===== config.mk =====
export PLATFORM = sky130hd
export DESIGN_NAME = evict_prefetch_trigger
export DESIGN_NICKNAME = d
export VERILOG_FILES = /design/src/rtl/ept_pkg.sv /design/src/rtl/ept_mark_array.sv /design/src/rtl/ept_req_fifo.sv /design/src/rtl/evict_prefetch_trigger.sv
export SDC_FILE = /design/constraint.sdc
export NUM_CORES = 1
export LEC_CHECK = 0
export BUFFER_PORTS_ARGS = -buffer_cell sky130_fd_sc_hd__clkbuf_2
export CELL_PAD_IN_SITES_DETAIL_PLACEMENT = 1
export CELL_PAD_IN_SITES_GLOBAL_PLACEMENT = 2
export CORE_ASPECT_RATIO = 0.5
export CORE_MARGIN = 2
export CORE_UTILIZATION = 45
export CTS_CLUSTER_SIZE = 28
export DETAILED_ROUTE_END_ITERATION = 10
export PLACE_DENSITY_LB_ADDON = 0.08
export REMOVE_ABC_BUFFERS = 1
export SYNTH_ARGS = -nofsm -noshare
export SYNTH_HDL_FRONTEND = slang
export SYNTH_SLANG_ARGS = --single-unit

===== constraint.sdc =====
create_clock -name clk -period 5.2 [get_ports clk]
set_input_delay 0.78 -clock clk [delete_from_list [all_inputs] [get_ports clk]]
set_output_delay 0.78 -clock clk [all_outputs]
set_load 0.05 [all_outputs]

===== src/rtl/ept_pkg.sv =====
package ept_pkg;
  localparam int unsigned EPT_IDX_W_DEF  = 6;
  localparam int unsigned EPT_ADDR_W_DEF = 26;
  localparam int unsigned EPT_DEPTH_DEF  = 4;
endpackage


===== src/rtl/ept_mark_array.sv =====
module ept_mark_array #(
  parameter int unsigned IDX_W = 6
) (
  input  logic             clk,
  input  logic             rst,
  input  logic             set_en,
  input  logic [IDX_W-1:0] set_idx,
  input  logic             clr_en,
  input  logic [IDX_W-1:0] clr_idx,
  input  logic [IDX_W-1:0] rd_idx,
  output logic             rd_bit
);
  localparam int unsigned ENTRIES = 1 << IDX_W;

  logic [ENTRIES-1:0] marks;

  // set has priority over clear for the same entry
  for (genvar g = 0; g < ENTRIES; g++) begin : g_mark
    always_ff @(posedge clk) begin
      if (rst)
        marks[g] <= 1'b0;
      else if (set_en && (set_idx == IDX_W'(g)))
        marks[g] <= 1'b1;
      else if (clr_en && (clr_idx == IDX_W'(g)))
        marks[g] <= 1'b0;
    end
  end

  // read returns the value held before this cycle's updates
  assign rd_bit = marks[rd_idx];

  assert_reset_clears_R1: assert property (@(posedge clk)
    rst |=> (marks == '0));

  assert_evict_sets_R2: assert property (@(posedge clk) disable iff (rst)
    set_en |=> marks[$past(set_idx)]);

  assert_accept_clears_R6: assert property (@(posedge clk) disable iff (rst)
    (clr_en && !(set_en && (set_idx == clr_idx))) |=> !marks[$past(clr_idx)]);
endmodule


===== src/rtl/ept_req_fifo.sv =====
module ept_req_fifo #(
  parameter int unsigned DATA_W = 26,
  parameter int unsigned TAG_W  = 6,
  parameter int unsigned DEPTH  = 4
) (
  input  logic              clk,
  input  logic              rst,
  input  logic              push,
  input  logic [DATA_W-1:0] push_data,
  input  logic [TAG_W-1:0]  push_tag,
  input  logic              pop,
  input  logic [TAG_W-1:0]  q_tag,
  output logic              q_hit,
  output logic              full,
  output logic              out_valid,
  output logic [DATA_W-1:0] out_data,
  output logic [TAG_W-1:0]  out_tag
);
  localparam int unsigned PTR_W = (DEPTH > 1) ? $clog2(DEPTH) : 1;
  localparam int unsigned CNT_W = $clog2(DEPTH + 1);

  logic [DATA_W-1:0] data_mem [DEPTH];
  logic [TAG_W-1:0]  tag_mem  [DEPTH];
  logic [DEPTH-1:0]  slot_vld;
  logic [DEPTH-1:0]  slot_match;
  logic [PTR_W-1:0]  wr_ptr, rd_ptr;
  logic [CNT_W-1:0]  count;

  function automatic logic [PTR_W-1:0] bump(input logic [PTR_W-1:0] p);
    return (p == PTR_W'(DEPTH - 1)) ? '0 : p + 1'b1;
  endfunction

  // storage without reset so it can map to RAM
  always_ff @(posedge clk) begin
    if (push) begin
      data_mem[wr_ptr] <= push_data;
      tag_mem[wr_ptr]  <= push_tag;
    end
  end

  always_ff @(posedge clk) begin
    if (rst) begin
      wr_ptr   <= '0;
      rd_ptr   <= '0;
      count    <= '0;
      slot_vld <= '0;
    end else begin
      if (push) begin
        wr_ptr           <= bump(wr_ptr);
        slot_vld[wr_ptr] <= 1'b1;
      end
      if (pop) begin
        rd_ptr           <= bump(rd_ptr);
        slot_vld[rd_ptr] <= 1'b0;
      end
      case ({push, pop})
        2'b10:   count <= count + 1'b1;
        2'b01:   count <= count - 1'b1;
        default: count <= count;
      endcase
    end
  end

  for (genvar g = 0; g < DEPTH; g++) begin : g_cam
    assign slot_match[g] = slot_vld[g] && (tag_mem[g] == q_tag);
  end

  assign q_hit     = |slot_match;
  assign full      = (count == CNT_W'(DEPTH));
  assign out_valid = (count != '0);
  assign out_data  = data_mem[rd_ptr];
  assign out_tag   = tag_mem[rd_ptr];

  assert_no_overflow_R8: assert property (@(posedge clk) disable iff (rst)
    push |-> (count < CNT_W'(DEPTH)));

  assert_count_bound_R8: assert property (@(posedge clk) disable iff (rst)
    count <= CNT_W'(DEPTH));

  assert_no_underflow_R7: assert property (@(posedge clk) disable iff (rst)
    pop |-> (count != '0));

  assert_slots_track_count_R8: assert property (@(posedge clk) disable iff (rst)
    $countones(slot_vld) == int'(count));
endmodule


===== src/rtl/evict_prefetch_trigger.sv =====
module evict_prefetch_trigger
  import ept_pkg::*;
#(
  parameter int unsigned IDX_W      = EPT_IDX_W_DEF,
  parameter int unsigned ADDR_W     = EPT_ADDR_W_DEF,
  parameter int unsigned FIFO_DEPTH = EPT_DEPTH_DEF
) (
  input  logic              clk,
  input  logic              rst,
  input  logic              evict_valid,
  input  logic [IDX_W-1:0]  evict_idx,
  input  logic              pred_valid,
  input  logic [IDX_W-1:0]  pred_idx,
  input  logic [ADDR_W-1:0] pred_addr,
  output logic              pf_valid,
  output logic [ADDR_W-1:0] pf_addr,
  input  logic              pf_ready
);
  logic             mark_rd;
  logic             pend_hit;
  logic             q_full;
  logic             fire;
  logic             accept;
  logic [IDX_W-1:0] head_idx;

  assign accept = pf_valid && pf_ready;
  // trigger only on a marked entry with room and no waiting duplicate
  assign fire   = pred_valid && mark_rd && !pend_hit && !q_full;

  ept_mark_array #(.IDX_W(IDX_W)) u_marks (
    .clk     (clk),
    .rst     (rst),
    .set_en  (evict_valid),
    .set_idx (evict_idx),
    .clr_en  (accept),
    .clr_idx (head_idx),
    .rd_idx  (pred_idx),
    .rd_bit  (mark_rd)
  );

  ept_req_fifo #(
    .DATA_W (ADDR_W),
    .TAG_W  (IDX_W),
    .DEPTH  (FIFO_DEPTH)
  ) u_fifo (
    .clk       (clk),
    .rst       (rst),
    .push      (fire),
    .push_data (pred_addr),
    .push_tag  (pred_idx),
    .pop       (accept),
    .q_tag     (pred_idx),
    .q_hit     (pend_hit),
    .full      (q_full),
    .out_valid (pf_valid),
    .out_data  (pf_addr),
    .out_tag   (head_idx)
  );

  assert_reset_quiet_R1: assert property (@(posedge clk)
    rst |=> !pf_valid);

  assert_hold_stalled_R7: assert property (@(posedge clk) disable iff (rst)
    (pf_valid && !pf_ready) |=> (pf_valid && $stable(pf_addr)));

  assert_quiet_without_mark_R4: assert property (@(posedge clk) disable iff (rst)
    (!pf_valid && !(pred_valid && mark_rd)) |=> !pf_valid);
endmodule


==> out/metrics.yaml <==
critical_path:
  end_kind: "flop"
  crit_fanout: 24
  slowest_delay_ns: 0.61
  path_cells: "clkbuf_2 -> mux4_2 -> mux2i_1 -> a221oi_1 -> a22oi_1 -> nor2_1 -> inv_1 -> ha_1 -> inv_1 -> fa_1 -> xor2_1 -> or3_1 -> a21oi_1"
  critPathLaunchType: "primary input"
  path_buf_inv: 3
  crit_arrival_ns: 3.91
  cp_common_cell: "inv_1"
  path_class: "primary input to flop"
  cpLargestDelayFamily: "multiplexers"
  crit_slowest_cell: "mux4_2"
  required_ns: 5.62
drt:
  via_count: 5513
  drt_first_pass_iters: 5
  wl_per_cell_um: 22.55
  viasPerCell: 5.637
  drt-total-wl_um: 22050
  drt-initial-drc-count: 344
  ant_nets: 0
  drc: 0
floorplanning:
  design.core.area_mm2: 0.01861
  placementRows: 35
  io_pins: 70
  start_util_pct: 46.47
  die-area_mm2: 0.02041
  die_w_um: 200.1
  die_h_um: 102.0
sta:
  fmax_mhz: 286.7
  finalMaxSlewViolations: 0
  finalWorstSetupSlack_ns: 1.712
  finClkSkew_ns: 0.01011
  tightestPinTransition_ns: 0.8804
  tns_ns: 0
  final.period_utilization_pct: 67.08
  slew_headroom_pct: 41.13
  fin_crit_ns: 3.488
  hold_viol: 0
  whs_ns: 0.4832
  finalSetupViolations: 0
  rsz0062_at_grt: "no"
placed_design:
  hpwl_um: 14470
  port_buffers: 69
  dp_slack_ns: 1.151
  gp_congestion: 0.8115
  numPlacedInstances: 944
synth:
  syn_area_mm2: 0.008650
  ys_seq_area_share_pct: 62.26
  async_flop_share_pct: 0
  synth_seq_cells: 205
  yosys_warnings: 0
  synth_ff_type: "edfxtp_1"
  ys_types: 45
  avgSynthCellArea_um2: 13.41
  synth-edff-count: 128
  synthCells: 645
clock_tree:
  postCtsSetupBuffers: 0
  cts_resized: 0
  tritoncts: "yes"
  clock-root-buffer: "clkbuf_16"
  ctsLongestPathBuffers: 3
  cts_hold_buf: 0
  cts_max_level: 1
  clk_latency_ns: 0.49
  clkTransAtPathRegs_ns: 0.07
  cts.sinks: 205
  cts_buffers: 19
layout:
  drive_gt1_share_pct: 21.28
  final_cell_mix: "edfxtp_1, nand2_1, dfxtp_1"
  nets: 759
  antenna_cells: 0
  area_growth_pct: 13.34
  final_common_cell: "edfxtp_1"
  final_cells: 978
power:
  p_leak_nw: 3.226
  power_mw: 3.968
  powerDensity_mw_per_mm2: 404.7
  ir_drop_mv: 0.2194
global_routing:
  grt_max_degree: 52
  antenna_found_initial: 0
  grt_overflow: 0
  grt_pass1_wl_um: 34260
  grt_pass1_vias: 5785
  grt_usage_pct: 22.66
worst_hold_path:
  hp-class: "flop to flop"
run:
  max_cap_violations: 0
run_status:
  status: "complete, no violations"
power breakdown:
| part | switching, mW | total (mW) | internal, mW |
|---|---|---|---|
| registers | 0.0475 | 1.81 | 1.77 |
| logic | 0.494 | 0.717 | 0.224 |
| clock network | 0.607 | 1.44 | 0.829 |
| total | 1.15 | 3.97 | 2.82 |
synthesized netlist by cell type, types with 8 or more instances:
cell type | number | share of area [%]
a21oi_1 | 73 | 4.2
clkbuf_1 | 18 | 0.78
dfxtp_1 | 77 | 18
edfxtp_1 | 128 | 44
ha_1 | 9 | 1.3
inv_1 | 10 | 0.43
mux2i_1 | 8 | 0.93
mux4_2 | 43 | 11
nand2_1 | 88 | 3.8
nor2_1 | 20 | 0.87
nor3_1 | 8 | 0.46
o21ai_0 | 61 | 3.5
xnor2_1 | 12 | 1.2
xor2_1 | 14 | 1.4
through the flow:
step,utilization [%],instance area [µm²]
5_1_grt,52.67,9803
4_1_cts,52.67,9803
3_5_place_dp,49.33,9181
6_report,52.67,9803
2_1_floorplan,-,8471
3_3_place_gp,49.33,9181
worst paths after layout:
kind	startpoint	to	slack [ns]	cells past startpoint
worst max-delay path	pred_idx[1]	u_fifo.count[2]$_SDFFE_PP0P_	1.71	13
worst min-delay path	u_marks.marks[1]$_SDFFE_PP0P_	u_marks.marks[1]$_SDFFE_PP0P_	0.48	2
worst max register to register	u_marks.marks[38]$_SDFFE_PP0P_	u_fifo.count[2]$_SDFFE_PP0P_	2.28	12
worst min register to register	u_marks.marks[1]$_SDFFE_PP0P_	u_marks.marks[1]$_SDFFE_PP0P_	0.48	2
layout make-up:
class / instances / area [µm²]
Fill cell: 1881 / 8808
Inverter: 11 / 41.29
Sequential cell: 205 / 5386
Multi-Input combinational cell: 396 / 3054
Clock buffer: 25 / 498.0
Tap cell: 259 / 324.1
Clock inverter: 9 / 123.9
Timing Repair Buffer: 73 / 375.4
cells by family (layout without fill, tap and decap cells):
family | count (synthesis) | in the layout | synth area share, %
flops | 205 | 205 | 62.26
simple gates | 152 | 152 | 8.072
buf+inv | 44 | 118 | 2.546
compound gates | 152 | 152 | 9.316
xor+xnor | 26 | 26 | 2.633
fa+ha+maj | 10 | 10 | 1.533
mux | 56 | 56 | 13.64
flip-flops by register name, summed over array words and instances (netlist names), named ones only:
name / flops
u_fifo.data_mem: 104
u_marks.marks: 64
u_fifo.tag_mem: 24
u_fifo.slot_vld: 4
u_fifo.count: 3
u_fifo.rd_ptr: 2
u_fifo.wr_ptr: 2
tightest hold or removal path: cells and delay by family, from the launching register on:
kind            cells  cell delay [ns]
flops               1             0.31
compound gates      2             0.13
per-layer routing:
metal  wire, µm  global-route usage, %  vias to the layer above  share of wire [%]
met4        195                  3.191                        0               0.88
met3       1336                  4.257                       20                6.1
met2       9968                  36.65                      140                 45
li1           -                      -                     2544                  -
met5          0                      0                        -                  0
met1      10550                  32.97                     2809                 48
Power figures use the tool's default switching activity.
